## src/rtl/pmon_pkg.sv

```systemverilog
package pmon_pkg;
   localparam int CMD_W = 4;
   typedef logic [CMD_W-1:0] cmd_t;

   // Reserved command encodings on the low command nibble
   function automatic logic cmd_reserved(input cmd_t c);
      return (c == 4'b0100) || (c == 4'b0101) || (c == 4'b1000) || (c == 4'b1001);
   endfunction
endpackage

```

## src/rtl/pmon_phase_track.sv

```systemverilog
module pmon_phase_track #(
   parameter int ADDR_W = 32,
   parameter int BE_W   = ADDR_W / 8
) (
   input  logic              clk,
   input  logic              rst_n,
   input  logic              cyc_act_n,
   input  logic              ini_rdy_n,
   input  logic [ADDR_W-1:0] adbus,
   input  logic [BE_W-1:0]   cmdbe_n,
   output logic              first_o,
   output logic              start_o,
   output logic [ADDR_W-1:0] addr_q,
   output logic [BE_W-1:0]   cmd_q
);
   logic act_prev_n_q;

   always_ff @(posedge clk or negedge rst_n) begin
      if (!rst_n) act_prev_n_q <= 1'b1;
      else        act_prev_n_q <= cyc_act_n;
   end

   assign first_o = act_prev_n_q & ~cyc_act_n;
   assign start_o = first_o & ini_rdy_n;

   always_ff @(posedge clk or negedge rst_n) begin
      if (!rst_n) begin
         addr_q <= '0;
         cmd_q  <= '0;
      end else if (first_o) begin
         addr_q <= adbus;
         cmd_q  <= cmdbe_n;
      end
   end
endmodule

```

## src/rtl/pmon_alias_chk.sv

```systemverilog
module pmon_alias_chk #(
   parameter int HOLD       = 4,
   parameter bit SHIFT_IMPL = 1'b0
) (
   input  logic clk,
   input  logic rst_n,
   input  logic start_i,
   input  logic rsvd_i,
   input  logic claim_n_i,
   output logic cov_o,
   output logic err_o,
   output logic sticky_o
);
   localparam int CW = $clog2(HOLD + 1);

   logic watch_w;
   logic viol_w;

   generate
      if (HOLD < 1) begin : g_bad_hold
         $error("pmon_alias_chk: HOLD must be at least 1");
      end
      if (SHIFT_IMPL) begin : g_shift
         logic [HOLD-1:0] pend_q;
         always_ff @(posedge clk or negedge rst_n) begin
            if (!rst_n)       pend_q <= '0;
            else if (start_i) pend_q <= rsvd_i ? '1 : '0;
            else              pend_q <= pend_q >> 1;
         end
         assign watch_w = pend_q[0];
      end else begin : g_count
         logic [CW-1:0] left_q;
         always_ff @(posedge clk or negedge rst_n) begin
            if (!rst_n)               left_q <= '0;
            else if (start_i)         left_q <= rsvd_i ? CW'(HOLD) : '0;
            else if (left_q != '0)    left_q <= left_q - 1'b1;
         end
         assign watch_w = (left_q != '0);
      end
   endgenerate

   assign viol_w = watch_w & ~start_i & ~claim_n_i;

   always_ff @(posedge clk or negedge rst_n) begin
      if (!rst_n) begin
         cov_o    <= 1'b0;
         err_o    <= 1'b0;
         sticky_o <= 1'b0;
      end else begin
         cov_o    <= start_i & rsvd_i;
         err_o    <= viol_w;
         sticky_o <= sticky_o | viol_w;
      end
   end
endmodule

```

## src/rtl/pmon_retry_chk.sv

```systemverilog
module pmon_retry_chk #(
   parameter int WIN = 16
) (
   input  logic clk,
   input  logic rst_n,
   input  logic start_i,
   input  logic cyc_act_n,
   input  logic ini_rdy_n,
   input  logic tgt_rdy_n,
   input  logic tgt_sel_n,
   input  logic tgt_halt_n,
   output logic retry_o,
   output logic err_o,
   output logic sticky_o
);
   localparam int CW = $clog2(WIN + 1);

   logic [CW-1:0] off_q;
   logic open_w, eval_w, idle_w, cancel_w, hit_w, retry_w, late_w;

   generate
      if (WIN < 1) begin : g_bad_win
         $error("pmon_retry_chk: WIN must be at least 1");
      end
   endgenerate

   assign open_w   = (off_q != '0);
   assign eval_w   = open_w & ~start_i;
   assign idle_w   = cyc_act_n & ini_rdy_n;
   assign cancel_w = idle_w | ~tgt_rdy_n;
   assign hit_w    = ~tgt_halt_n & ~tgt_sel_n & ~ini_rdy_n;
   assign retry_w  = eval_w & ~cancel_w & hit_w;
   assign late_w   = eval_w & ~cancel_w & ~hit_w & (off_q == CW'(WIN));

   always_ff @(posedge clk or negedge rst_n) begin
      if (!rst_n)                                      off_q <= '0;
      else if (start_i)                                off_q <= CW'(1);
      else if (eval_w & (cancel_w | hit_w | late_w))   off_q <= '0;
      else if (eval_w)                                 off_q <= off_q + 1'b1;
   end

   always_ff @(posedge clk or negedge rst_n) begin
      if (!rst_n) begin
         retry_o  <= 1'b0;
         err_o    <= 1'b0;
         sticky_o <= 1'b0;
      end else begin
         retry_o  <= retry_w;
         err_o    <= late_w;
         sticky_o <= sticky_o | late_w;
      end
   end
endmodule

```

## src/rtl/pci_tgt_rule_mon.sv

```systemverilog
module pci_tgt_rule_mon #(
   parameter int ADDR_W      = 32,
   parameter int ALIAS_HOLD  = 4,
   parameter int RETRY_WIN   = 16,
   parameter bit ALIAS_SHIFT = 1'b0,
   localparam int BE_W       = ADDR_W / 8
) (
   input  logic              clk,
   input  logic              rst_n,
   input  logic              cyc_act_n,
   input  logic              ini_rdy_n,
   input  logic              tgt_rdy_n,
   input  logic              tgt_sel_n,
   input  logic              tgt_halt_n,
   input  logic [ADDR_W-1:0] adbus,
   input  logic [BE_W-1:0]   cmdbe_n,
   output logic [ADDR_W-1:0] addr_q,
   output logic [BE_W-1:0]   cmd_q,
   output logic              rsvd_cov,
   output logic              alias_err,
   output logic              alias_err_sticky,
   output logic              retry_seen,
   output logic              latency_err,
   output logic              latency_err_sticky
);
   import pmon_pkg::*;

   logic first_w, start_w, rsvd_w;

   generate
      if ((ADDR_W % 32) != 0 || ADDR_W < 32) begin : g_bad_width
         $error("pci_tgt_rule_mon: ADDR_W must be a positive multiple of 32");
      end
   endgenerate

   pmon_phase_track #(.ADDR_W(ADDR_W), .BE_W(BE_W)) u_phase (
      .clk(clk), .rst_n(rst_n), .cyc_act_n(cyc_act_n), .ini_rdy_n(ini_rdy_n),
      .adbus(adbus), .cmdbe_n(cmdbe_n), .first_o(first_w), .start_o(start_w),
      .addr_q(addr_q), .cmd_q(cmd_q)
   );

   assign rsvd_w = cmd_reserved(cmdbe_n[CMD_W-1:0]);

   pmon_alias_chk #(.HOLD(ALIAS_HOLD), .SHIFT_IMPL(ALIAS_SHIFT)) u_alias (
      .clk(clk), .rst_n(rst_n), .start_i(start_w), .rsvd_i(rsvd_w),
      .claim_n_i(tgt_sel_n), .cov_o(rsvd_cov), .err_o(alias_err),
      .sticky_o(alias_err_sticky)
   );

   pmon_retry_chk #(.WIN(RETRY_WIN)) u_retry (
      .clk(clk), .rst_n(rst_n), .start_i(start_w), .cyc_act_n(cyc_act_n),
      .ini_rdy_n(ini_rdy_n), .tgt_rdy_n(tgt_rdy_n), .tgt_sel_n(tgt_sel_n),
      .tgt_halt_n(tgt_halt_n), .retry_o(retry_seen), .err_o(latency_err),
      .sticky_o(latency_err_sticky)
   );
endmodule

```

## config.mk

```make
export PLATFORM = sky130hd
export DESIGN_NAME = pci_tgt_rule_mon
export DESIGN_NICKNAME = d
export VERILOG_FILES = /design/src/rtl/pmon_pkg.sv /design/src/rtl/pmon_phase_track.sv /design/src/rtl/pmon_alias_chk.sv /design/src/rtl/pmon_retry_chk.sv /design/src/rtl/pci_tgt_rule_mon.sv
export SDC_FILE = /design/constraint.sdc
export NUM_CORES = 1
export LEC_CHECK = 0
export ABC_CLOCK_PERIOD_IN_PS = 2800
export BUFFER_PORTS_ARGS = -buffer_cell sky130_fd_sc_hd__buf_2
export CELL_PAD_IN_SITES_DETAIL_PLACEMENT = 1
export CELL_PAD_IN_SITES_GLOBAL_PLACEMENT = 2
export CORE_ASPECT_RATIO = 1.2
export CORE_MARGIN = 2
export CORE_UTILIZATION = 34
export CTS_CLUSTER_SIZE = 20
export DETAILED_ROUTE_END_ITERATION = 12
export PLACE_DENSITY = 0.9
export SLEW_MARGIN = 20
export SYNTH_ARGS = -nofsm -noshare
export SYNTH_HDL_FRONTEND = slang
export SYNTH_SLANG_ARGS = --single-unit
```

## constraint.sdc

```tcl
create_clock -name clk -period 2.8 [get_ports clk]
set_clock_uncertainty 0.1 [all_clocks]
set_input_delay 0.56 -clock clk [delete_from_list [all_inputs] [get_ports clk]]
set_output_delay 0.56 -clock clk [all_outputs]
set_load 0.1 [all_outputs]
```

# Yosys cells after proc, flatten, opt, wreduce, memory -nomap -nowiden
# Cells that the tools add are included.
totals:
  input_bits: 43
  reg_bits: 51
  out_inout_bits: 42
  elab_cells: 58
classes:
  reduce_logical: 7
  n_eq_ne: 5
  n_addsub: 2
  muxes: 6
  n_bitwise: 27
op_table:
  columns: ["operator", "count"]
  rows:
  - ["$mux 5", 3]
  - ["$and 1x1->1", 14]
  - ["$mux 3", 3]
  - ["$eq 4x3->1 const B", 2]
  - ["$eq 4x4->1 const B", 2]
  - ["$not 1->1", 8]
  - ["$reduce_bool 3->1", 2]
  - ["$add 5x1->5 const B", 1]
  - ["$eq 5x5->1 const B", 1]
  - ["$or 1x1->1", 5]
  - ["$reduce_bool 5->1", 1]
  - ["$logic_or 1x1->1", 3]
  - ["$sub 3x1->3 const B", 1]
  - ["$reduce_bool 2->1", 1]

# Logic depth before layout (Yosys ltp)
# Gate-level depths: netlist of run 1.
depth:
  word_depth: 12
  depth_mapped: 5
  mapped_depth_nobuf: 5

# Hierarchy
# A second synthesis of run 1 with hierarchy kept.
unflattened:
  hier_cells: 139
  area_unflattened_um2: 2182.1
modules_own_cells:
  columns: ["module", "cells_each", "area_per_inst_um2", "instances"]
  rows:
  - ["pmon_phase_track", 79, 1486.4, 1]
  - ["pmon_retry_chk", 37, 421.7, 1]
  - ["pmon_alias_chk", 21, 261.5, 1]
  - ["pci_tgt_rule_mon", 2, 12.5, 1]

# Worst setup path after synthesis of run 1
# Ideal clock, no wire load.
synth_timing:
  path_type: "reg2out"
  startpoint: "register u_phase.addr_q[0]"
  endpoint: "output addr_q[0]"
  n_path_buf: 0
  stages_incl_launch_ff: 1
  arrival_ns: 0.898
  setup_slack_ns: 1.242
  cell_sequence: "dfrtp_1"
synth_rtl:
  columns: ["element", "line", "rtl"]
  rows:
  - ["start, declared", "pmon_phase_track.sv:13", "output logic [ADDR_W-1:0] addr_q,"]
  - ["start signal, assigned", "pmon_phase_track.sv:31", "addr_q <= adbus;"]
  - ["end, declared", "pci_tgt_rule_mon.sv:17", "output logic [ADDR_W-1:0] addr_q,"]
# No word-level cell between the ends.

# Final worst setup path of run 1
layout_timing:
  startpoint: "register u_phase.addr_q[5]"
  endpoint: "output addr_q[5]"
# No word-level cell between the ends.

==> results of run 1 <==
==> worst reg2reg max path: stages, from the launching register on <==
cell      delay, ns
dfstp_2        0.58
nand2b_4       0.36
mux2_4         0.47
==> layout make-up <==
| cell class | instances | area share [%] |
|---|---|---|
| Clock buffer | 5 | 2.46 |
| Timing Repair Buffer | 85 | 15.8 |
| Sequential cell | 51 | 45.7 |
| Multi-Input combinational cell | 81 | 30.1 |
| Inverter | 5 | 0.672 |
| Tap cell | 85 | 3.81 |
| Antenna cell | 1 | 0.0896 |
| Clock inverter | 2 | 1.34 |
==> routing by layer <==
layer | up-vias | track usage [%] | wire, um
li1 | 664 | - | -
met1 | 695 | 17.8 | 2020
met2 | 48 | 20.6 | 2140
met3 | 5 | 3.61 | 267
met4 | 0 | 3.57 | 47
met5 | - | 0 | 0
==> flip-flops by register name, indices dropped and copies added, names as in the netlist <==
| register | count |
|---|---|
| u_retry.err_o | 1 |
| u_phase.cmd_q | 4 |
| u_alias.g_count.left_q | 3 |
| u_alias.cov_o | 1 |
| u_retry.retry_o | 1 |
| u_alias.err_o | 1 |
| u_retry.sticky_o | 1 |
| u_retry.off_q | 5 |
| u_phase.act_prev_n_q | 1 |
| u_phase.addr_q | 32 |
| u_alias.sticky_o | 1 |
==> cell families after synthesis <==
family	after synthesis
DFF	51
AOI/OAI and AO/OA	9
adders and majority gates	4
muxes	36
xor gates and xnor gates	5
and+or+nand+nor	27
buffers and inverters	9
==> cell usage after synthesis, types with 2 or more instances <==
library cell	instances
mux2_2	6
dfrtp_1	50
buf_12	3
inv_1	5
nand3b_1	2
nand3_1	3
nand2_1	4
mux2_4	30
a21oi_1	2
o31ai_1	3
xnor2_1	3
nor2_1	6
xor2_1	2
ha_1	4
nor3_1	3
==> per-stage QoR <==
step / worst slack [ns] / total power, W / cells
after CTS: 1.02 / 0.00258 / 314
after global routing: 0.975 / 0.00269 / 314
after detailed placement: 0.870 / 0.00207 / 307
after global placement: 0.913 / 0.00205 / 307
final: 1.03 / 0.00254 / 315
after floorplan: 1.24 / 0.00187 / 141
==> path summary, 6_finish.rpt <==
check	endpoint	slack, ns	cells after the start
worst max-delay path	addr_q[5]	1.03	1
worst min-delay path	u_phase.addr_q[29]$_DFFE_PN0N_	0.16	1
worst max register to register	u_phase.addr_q[15]$_DFFE_PN0N_	1.18	2
worst min register to register	u_alias.sticky_o$_DFF_PN0_	0.37	1
max in group asynchronous	u_phase.addr_q[18]$_DFFE_PN0N_	1.88	2
min in group clk	u_phase.act_prev_n_q$_DFF_PN1_	0.30	1
==> where the power goes <==
group          internal (W)  switching [W]
clock              0.000261       0.000228
combinational      0.000280       0.000833
sequential         0.000858      0.0000753
==> results.py, run 1 <==
metrics = {
    "status": {
        "status": "finished clean",
    },
    "clocking": {
        "cts.sinks": 51,
        "ctsHtreeMaxLevel": 2,
        "post-cts-setup-buffer-count": 0,
        "ctsResizeCount": 0,
        "clk_path_buf_depth": 2,
        "clock_latency_ns": 0.29,
        "root_buffer": "clkbuf_8",
        "hold_buffers": 0,
        "cts_tree": "built",
        "cts-buffers-inserted": 5,
        "clkTransAtPathRegs_ns": 0.09,
    },
    "timing": {
        "relSlewSlack_pct": 55.8,
        "max_freq_ghz": 0.565,
        "slew_violations": 0,
        "fin_hold_ws_ns": 0.161,
        "rsz0062_at_grt": "no",
        "tns_ns": 0,
        "timing.final.crit_share_pct": 63.2,
        "hold_viol_final": 0,
        "worst_pin_slew_ns": 0.663,
        "setup_violations": 0,
        "fin_crit_ns": 1.77,
    },
    "grt": {
        "grt_max_degree": 37,
        "grt_pass1_vias": 1458,
        "grt_pass1_wl_mm": 7.39,
        "antenna_found_initial": 1,
        "track_usage_pct": 13.1,
        "overflow": 0,
    },
    "cells_and_area": {
        "syn_to_final_growth_pct": 26.4,
        "drive_above_1_share_pct": 58.1,
        "num-nets-final": 276,
        "final_cell_area_mm2": 0.00279,
        "final_common_cell": "buf_2",
        "layout_common_cells": "84 x buf_2, 50 x dfrtp_1, 30 x mux2_4, 6 x nor2_1, 6 x mux2_2",
        "n_fill_cell": 694,
        "seq_area_mm2": 0.00128,
        "post-route-util_pct": 43.9,
        "multi_input_area_um2": 842,
    },
    "pwr": {
        "p_leak_nw": 1.43,
        "peakVddDrop_mv": 0.315,
        "p_per_area_mw_per_mm2": 908,
    },
    "logic_synthesis": {
        "synth_edf_count": 0,
        "synth_flop_cell": "dfrtp_1",
        "synth.largest_area_cell": "dfrtp_1",
        "yosysWarnings": 0,
        "synth.cell_area_mm2": 0.00221,
        "synthesis.nets": 188,
        "synth-seq-cells": 51,
        "avgSynthCellArea_um2": 15.7,
        "synth_fa_ha_area_share_pct": 2.27,
        "async_flop_share_pct": 100,
        "syn_inst": 141,
        "synthSimpleGateAreaFrac_pct": 7.53,
        "synth-xor-area-share_pct": 1.98,
        "yosysUniqueCellTypes": 30,
        "synth_compound_area_share_pct": 2.89,
        "synth_top_area_share_pct": 56.6,
        "yosysSeqAreaShare_pct": 57.8,
        "synth.mux.area_fraction_pct": 23.4,
        "yosys-top-cells-area": "dfrtp_1 57%, mux2_4 20%, mux2_2 3.1%",
        "synth_top_family_by_area": "multiplexers",
    },
    "floorplan": {
        "ios": 85,
        "dieArea_mm2": 0.00716,
        "die_h_um": 92.3,
        "num_rows": 32,
        "start_util_pct": 34.7,
        "core_area_mm2": 0.00637,
        "die_x_um": 77.6,
    },
    "critical_path": {
        "critPathLaunch": "u_phase.addr_q[5]$_DFFE_PN0N_",
        "r2r_start": "u_phase.act_prev_n_q$_DFF_PN1_",
        "cp-end-kind": "output pin",
        "path_buf_inv": 1,
        "crit_path_cell_trace": "buf_2",
        "worstPathMaxFanout": 2,
        "critPathArrivalTime_ns": 1.11,
        "worst_path_dominant_cell_family": "buffers and inverters",
        "crit_type": "reg2out",
        "crit_path_start_kind": "flip-flop",
        "slowest_stage": "buf_2",
        "critPathRequiredTime_ns": 2.14,
        "max_stage_delay_ns": 0.44,
    },
    "routing": {
        "drtIter0Drc": 45,
        "firstDrtPassIters": 3,
        "vias_per_cell": 4.48,
        "via_count": 1412,
        "postRouteAntennaNets": 0,
        "drc": 0,
        "wire_per_inst_um": 14.2,
        "totalWireLength_mm": 4.48,
    },
    "worst_hold_path": {
        "hold_path_class": "in2async",
    },
    "placed_design": {
        "globalplace.congestion": 0.757,
        "placed_area_mm2": 0.00269,
        "dpl.hpwl_mm": 3.37,
        "io_buffers": 84,
    },
    "flow_run": {
        "cap_viol_max_count": 0,
    },
}
No activity file was read; power rests on OpenSTA's default activity.
==> run 2, diff against run 1 <==
--- a/config.mk
+++ b/config.mk
@@ -5,16 +5,16 @@
 export SDC_FILE = /design/constraint.sdc
 export NUM_CORES = 1
 export LEC_CHECK = 0
-export ABC_CLOCK_PERIOD_IN_PS = 2800
+export ABC_CLOCK_PERIOD_IN_PS = 1700
 export BUFFER_PORTS_ARGS = -buffer_cell sky130_fd_sc_hd__buf_2
 export CELL_PAD_IN_SITES_DETAIL_PLACEMENT = 1
 export CELL_PAD_IN_SITES_GLOBAL_PLACEMENT = 2
 export CORE_ASPECT_RATIO = 1.2
 export CORE_MARGIN = 2
-export CORE_UTILIZATION = 34
+export CORE_UTILIZATION = 32
 export CTS_CLUSTER_SIZE = 20
 export DETAILED_ROUTE_END_ITERATION = 12
-export PLACE_DENSITY = 0.9
+export PLACE_DENSITY = 0.86
 export SLEW_MARGIN = 20
 export SYNTH_ARGS = -nofsm -noshare
 export SYNTH_HDL_FRONTEND = slang
==> constraint.sdc (replaced) <==
create_clock -name clk -period 1.7 [get_ports clk]
set_clock_uncertainty 0.1 [all_clocks]
set_input_delay 0.34 -clock clk [delete_from_list [all_inputs] [get_ports clk]]
set_output_delay 0.34 -clock clk [all_outputs]
set_load 0.1 [all_outputs]
==> run 2 against run 1 <==
Compared with the run above: count of clock-buffer cells in the layout rose by 1; final cell count rose by 1.9%; register-to-register slack got worse by 0.95 ns; sequential power rose by 65%; sequential cell count did not move; wire length rose by 5.2%; setup slack got worse by 0.88 ns; hold slack got worse by 0.090 ns; highest routed layer unchanged.
==> results.py, run 2 (synthesized netlist as in run 1, its figures left out) <==
metrics = {
    "critical_path": {
        "slowest_stage": "buf_2",
        "cp-end-kind": "output pin",
        "r2r_cells": 5,
        "crit_type": "reg2out",
        "path_buf_inv": 1,
        "critPathRequiredTime_ns": 1.26,
        "critPathArrivalTime_ns": 1.11,
        "crit_path_start_kind": "flip-flop",
        "max_stage_delay_ns": 0.43,
        "worst_path_dominant_cell_family": "buffers and inverters",
        "worstPathMaxFanout": 2,
        "r2r_start": "u_retry.off_q[0]$_DFFE_PN0P_",
        "rrSetupSlack_ns": 0.23,
        "r2r_end": "u_retry.off_q[1]$_DFFE_PN0P_",
        "crit_path_cell_trace": "buf_2",
    },
    "cells_and_area": {
        "final_common_cell": "buf_2",
        "final_cell_area_mm2": 0.00283,
        "regMostFlops": "u_phase.addr_q",
        "post-route-util_pct": 41.8,
        "layout_common_cells": "84 x buf_2, 50 x dfrtp_1, 30 x mux2_4, 6 x nor2_1, 6 x mux2_2",
        "n_fill_cell": 753,
        "diodes": 0,
        "largest_reg_flops": 32,
        "reg.largest.list": "u_phase.addr_q: 32 flops, u_retry.off_q: 5 flops, u_phase.cmd_q: 4 flops",
        "num-nets-final": 280,
        "drive_above_1_share_pct": 58.1,
        "syn_to_final_growth_pct": 28.1,
    },
    "status": {
        "status": "finished clean",
    },
    "routing": {
        "vias_per_cell": 4.51,
        "via_count": 1448,
        "drtIter0Drc": 39,
        "totalWireLength_mm": 4.71,
        "drc": 0,
        "firstDrtPassIters": 4,
        "wire_per_inst_um": 14.7,
        "postRouteAntennaNets": 0,
    },
    "grt": {
        "track_usage_pct": 12.8,
        "grt_pass1_vias": 1552,
        "grt_max_degree": 28,
        "antenna_found_initial": 0,
        "overflow": 0,
        "grt_pass1_wl_mm": 7.49,
    },
    "floorplan": {
        "die_x_um": 79.9,
        "ios": 85,
        "dieArea_mm2": 0.00759,
        "die_h_um": 95.0,
        "start_util_pct": 32.6,
        "core_area_mm2": 0.00677,
        "num_rows": 33,
    },
    "pwr": {
        "peakVddDrop_mv": 0.503,
        "p_leak_nw": 1.45,
        "p_per_area_mw_per_mm2": 1440,
        "p_total_w": 0.00407,
    },
    "timing": {
        "max_freq_ghz": 0.647,
        "timing.final.crit_share_pct": 90.9,
        "worst_pin_slew_ns": 0.501,
        "fin_hold_ws_ns": 0.0712,
        "rsz0062_at_grt": "no",
        "setup_violations": 0,
        "tns_ns": 0,
        "hold_viol_final": 0,
        "slew_violations": 0,
        "fin_crit_ns": 1.55,
        "relSlewSlack_pct": 66.8,
    },
    "worst_hold_path": {
        "hold-path-cell-count": 1,
        "hold_path_end": "u_phase.act_prev_n_q$_DFF_PN1_",
        "hold_path_class": "in2reg",
        "min_from": "cyc_act_n",
    },
    "clocking": {
        "clock_latency_ns": 0.29,
        "ctsResizeCount": 0,
        "ctsHtreeMaxLevel": 2,
        "clkTransAtPathRegs_ns": 0.09,
        "post-cts-setup-buffer-count": 0,
        "hold_buffers": 1,
        "cts-buffers-inserted": 5,
        "cts_tree": "built",
        "clk_path_buf_depth": 2,
        "root_buffer": "clkbuf_8",
        "cts.sinks": 51,
    },
    "placed_design": {
        "io_buffers": 84,
        "dpl.hpwl_mm": 3.65,
        "placed_area_mm2": 0.00274,
        "globalplace.congestion": 0.721,
    },
    "flow_run": {
        "cap_viol_max_count": 0,
    },
}
run 2: changes by cell type in the layout (fill, tap and decap cells not counted):
cell	delta
buf_12	+2
buf_4	+1
bufinv_16	-1
clkbuf_1	+1
clkinv_2	+1
diode_2	-1
dlygate4sd3_1	+1
run 2: how the worst max path moves through the flow:
| stage | slack [ns] | endpoint | startpoint | depth (start not counted) |
|---|---|---|---|---|
| detailed placement | 0.23 | u_retry.sticky_o$_DFF_PN0_ | u_retry.off_q[0]$_DFFE_PN0P_ | 5 |
| global placement | 0.30 | u_phase.addr_q[17]$_DFFE_PN0N_ | cyc_act_n | 4 |
| floorplan | 0.31 | u_phase.addr_q[0]$_DFFE_PN0N_ | u_phase.act_prev_n_q$_DFF_PN1_ | 4 |
| finish | 0.15 | addr_q[31] | u_phase.addr_q[31]$_DFFE_PN0N_ | 1 |
| global route | 0.07 | u_retry.sticky_o$_DFF_PN0_ | u_retry.off_q[0]$_DFFE_PN0P_ | 5 |
| CTS | 0.15 | addr_q[10] | u_phase.addr_q[10]$_DFFE_PN0N_ | 1 |
run 2: power by group:
part / total, W / leakage (nW) / internal (W) / switching, W
Sequential: 0.00154 / 0.612 / 0.00141 / 0.000122
Clock: 0.000680 / 0.0412 / 0.000289 / 0.000392
Combinational: 0.00186 / 0.797 / 0.000473 / 0.00138
Total: 0.00407 / 1.45 / 0.00217 / 0.00190
run 2: metrics by stage:
step	std cells	worst slack (ns)
floorplan	141	0.315
global placement	312	0.300
detailed placement	312	0.232
CTS	321	0.145
global route	321	0.0661
finish	321	0.155
run 2: layout make-up:
class                   instances  area (um2)  area share (%)
flip-flops and latches         51        1280            45.1
multi-input cells              81         842            29.8
repair buffers                 89         498            17.6
well taps                      87         109            3.85
clock buffers                   6        72.6            2.56
inverters                       5        18.8           0.663
clock inverters                 2        12.5           0.442
run 2: per-layer routing:
metal  GRT usage [%]  part of all wire (%)
met4            3.39                   1.0
met5               0                     0
met2            22.0                    51
met1            15.9                    42
met3            3.41                   6.4
==> run 3, diff against run 2 <==
--- a/config.mk
+++ b/config.mk
@@ -10,9 +10,9 @@
 export CELL_PAD_IN_SITES_DETAIL_PLACEMENT = 1
 export CELL_PAD_IN_SITES_GLOBAL_PLACEMENT = 2
 export CORE_ASPECT_RATIO = 1.2
-export CORE_MARGIN = 2
+export CORE_MARGIN = 10
 export CORE_UTILIZATION = 32
-export CTS_CLUSTER_SIZE = 20
+export CTS_BUF_LIST = sky130_fd_sc_hd__clkbuf_16
 export DETAILED_ROUTE_END_ITERATION = 12
 export PLACE_DENSITY = 0.86
 export SLEW_MARGIN = 20
==> run 3 against run 2 <==
Compared with the run above: core utilization up 1.2 points; critical path depth unchanged; maximum frequency up 1.2%; critical path type unchanged.
==> results.py, run 3 (synthesized netlist as in run 1, its figures left out) <==
metrics = {
    "status": {
        "status": "finished clean",
    },
    "flow_run": {
        "cap_viol_max_count": 0,
    },
    "grt": {
        "grt_pass1_wl_mm": 8.67,
        "track_usage_pct": 10.2,
        "overflow": 0,
        "grt_pass1_vias": 1637,
        "grt_max_degree": 26,
        "antenna_found_initial": 0,
    },
    "placed_design": {
        "placed_area_mm2": 0.00274,
        "globalplace.congestion": 0.748,
        "dpl.hpwl_mm": 4.25,
        "io_buffers": 84,
    },
    "routing": {
        "vias_per_cell": 4.47,
        "totalWireLength_mm": 5.33,
        "via_count": 1435,
        "wire_per_inst_um": 16.6,
        "firstDrtPassIters": 4,
        "drc": 0,
        "drtIter0Drc": 17,
        "postRouteAntennaNets": 0,
    },
    "timing": {
        "timing.final.crit_share_pct": 89.9,
        "max_freq_ghz": 0.655,
        "slew_violations": 0,
        "fin_crit_ns": 1.53,
        "relSlewSlack_pct": 66.7,
        "tns_ns": 0,
        "setup_violations": 0,
        "fin_hold_ws_ns": 0.0887,
        "worst_pin_slew_ns": 0.502,
        "hold_viol_final": 0,
        "rsz0062_at_grt": "no",
    },
    "cells_and_area": {
        "final_common_cell": "buf_2",
        "diodes": 0,
        "syn_to_final_growth_pct": 31.9,
        "reg.largest.list": "u_phase.addr_q: 32 flops, u_retry.off_q: 5 flops, u_phase.cmd_q: 4 flops",
        "num-nets-final": 280,
        "final_cell_area_mm2": 0.00291,
        "n_fill_cell": 765,
        "drive_above_1_share_pct": 58.5,
        "largest_reg_flops": 32,
        "regMostFlops": "u_phase.addr_q",
        "layout_common_cells": "84 x buf_2, 50 x dfrtp_1, 30 x mux2_4, 6 x nor2_1, 6 x mux2_2",
    },
    "clocking": {
        "clock_latency_ns": 0.28,
        "post-cts-setup-buffer-count": 0,
        "root_buffer": "clkbuf_16",
        "ctsHtreeMaxLevel": 2,
        "clkTransAtPathRegs_ns": 0.07,
        "cts-buffers-inserted": 5,
        "cts.sinks": 51,
        "cts_tree": "built",
        "clk_path_buf_depth": 2,
    },
    "pwr": {
        "pwr-share-seq_pct": 34.0,
        "cellInternalPower_w": 0.00258,
        "power_frac_clock_pct": 24.9,
        "comb_power_share_pct": 41.0,
        "switching_share_pct": 42.9,
        "peakVddDrop_mv": 0.708,
        "p_per_area_mw_per_mm2": 1550,
        "p_switching_w": 0.00194,
        "p_leak_nw": 1.49,
    },
    "floorplan": {
        "core_area_mm2": 0.00677,
        "ios": 85,
        "start_util_pct": 32.6,
        "num_rows": 33,
        "die_x_um": 95.9,
        "die_h_um": 111,
        "dieArea_mm2": 0.0106,
    },
    "critical_path": {
        "crit_path_start_kind": "flip-flop",
        "max_stage_delay_ns": 0.44,
        "cp-end-kind": "output pin",
        "worstPathMaxFanout": 2,
        "critPathArrivalTime_ns": 1.09,
        "slowest_stage": "buf_2",
        "crit_path_cell_trace": "buf_2",
        "worst_path_dominant_cell_family": "buffers and inverters",
        "critPathRequiredTime_ns": 1.26,
        "path_buf_inv": 1,
        "crit_type": "reg2out",
    },
    "worst_hold_path": {
        "hold_path_class": "in2reg",
    },
}
## run 3: routing by layer
layer  global-route usage (%)  vias to the layer above  wire length, um
li1                         -                      675                -
met1                     12.3                      701             2190
met2                     16.3                       53             2560
met3                     3.93                        6              519
met4                     2.96                        0               61
met5                        0                        -                0
## run 3: path summary, 6_finish.rpt
path | slack [ns] | depth (start not counted) | to | startpoint
setup / recovery | 0.17 | 1 | addr_q[18] | u_phase.addr_q[18]$_DFFE_PN0N_
hold / removal | 0.09 | 1 | u_phase.act_prev_n_q$_DFF_PN1_ | cyc_act_n
setup reg to reg | 0.25 | 5 | u_retry.off_q[1]$_DFFE_PN0P_ | u_retry.off_q[0]$_DFFE_PN0P_
hold reg to reg | 0.37 | 1 | u_alias.sticky_o$_DFF_PN0_ | u_alias.sticky_o$_DFF_PN0_
max in group asynchronous | 0.54 | 3 | u_phase.addr_q[29]$_DFFE_PN0N_ | rst_n
min in group asynchronous | 0.45 | 2 | u_phase.addr_q[8]$_DFFE_PN0N_ | rst_n
## run 3: final cells by class
cell class / instances / area, um2 / share of cell area [%]
Timing Repair Buffer: 89 / 498 / 17.1
Sequential cell: 51 / 1280 / 43.8
Tap cell: 87 / 109 / 3.74
Multi-Input combinational cell: 81 / 842 / 28.9
Clock buffer: 5 / 125 / 4.29
Clock inverter: 3 / 43.8 / 1.50
Inverter: 5 / 18.8 / 0.644
## run 3: timing repair
item | 4_1_cts | 5_1_grt
hold buffers | 1 | 0
endpoints found under the hold margin | 16 | 0
gates resized for setup | 0 | 0
## run 3: metrics by stage
step | util [%] | setup slack, ns | total power [W] | instances
6_report | 43.0 | 0.173 | 0.00452 | 321
5_1_grt | 43.0 | 0.0452 | 0.00477 | 321
4_1_cts | 43.0 | 0.137 | 0.00460 | 321
3_5_place_dp | 40.4 | 0.233 | 0.00344 | 312
3_3_place_gp | 40.4 | 0.244 | 0.00340 | 312
2_1_floorplan | - | 0.315 | 0.00307 | 141
## run 3: power by group through the flow
stage / combinational, W / sequential [W] / clock (W)
after floorplan: 0.000516 / 0.00256 / 0
after detailed placement: 0.00188 / 0.00156 / 0
after CTS: 0.00189 / 0.00154 / 0.00118
final: 0.00186 / 0.00154 / 0.00113
after global routing: 0.00198 / 0.00157 / 0.00122
after global placement: 0.00185 / 0.00155 / 0
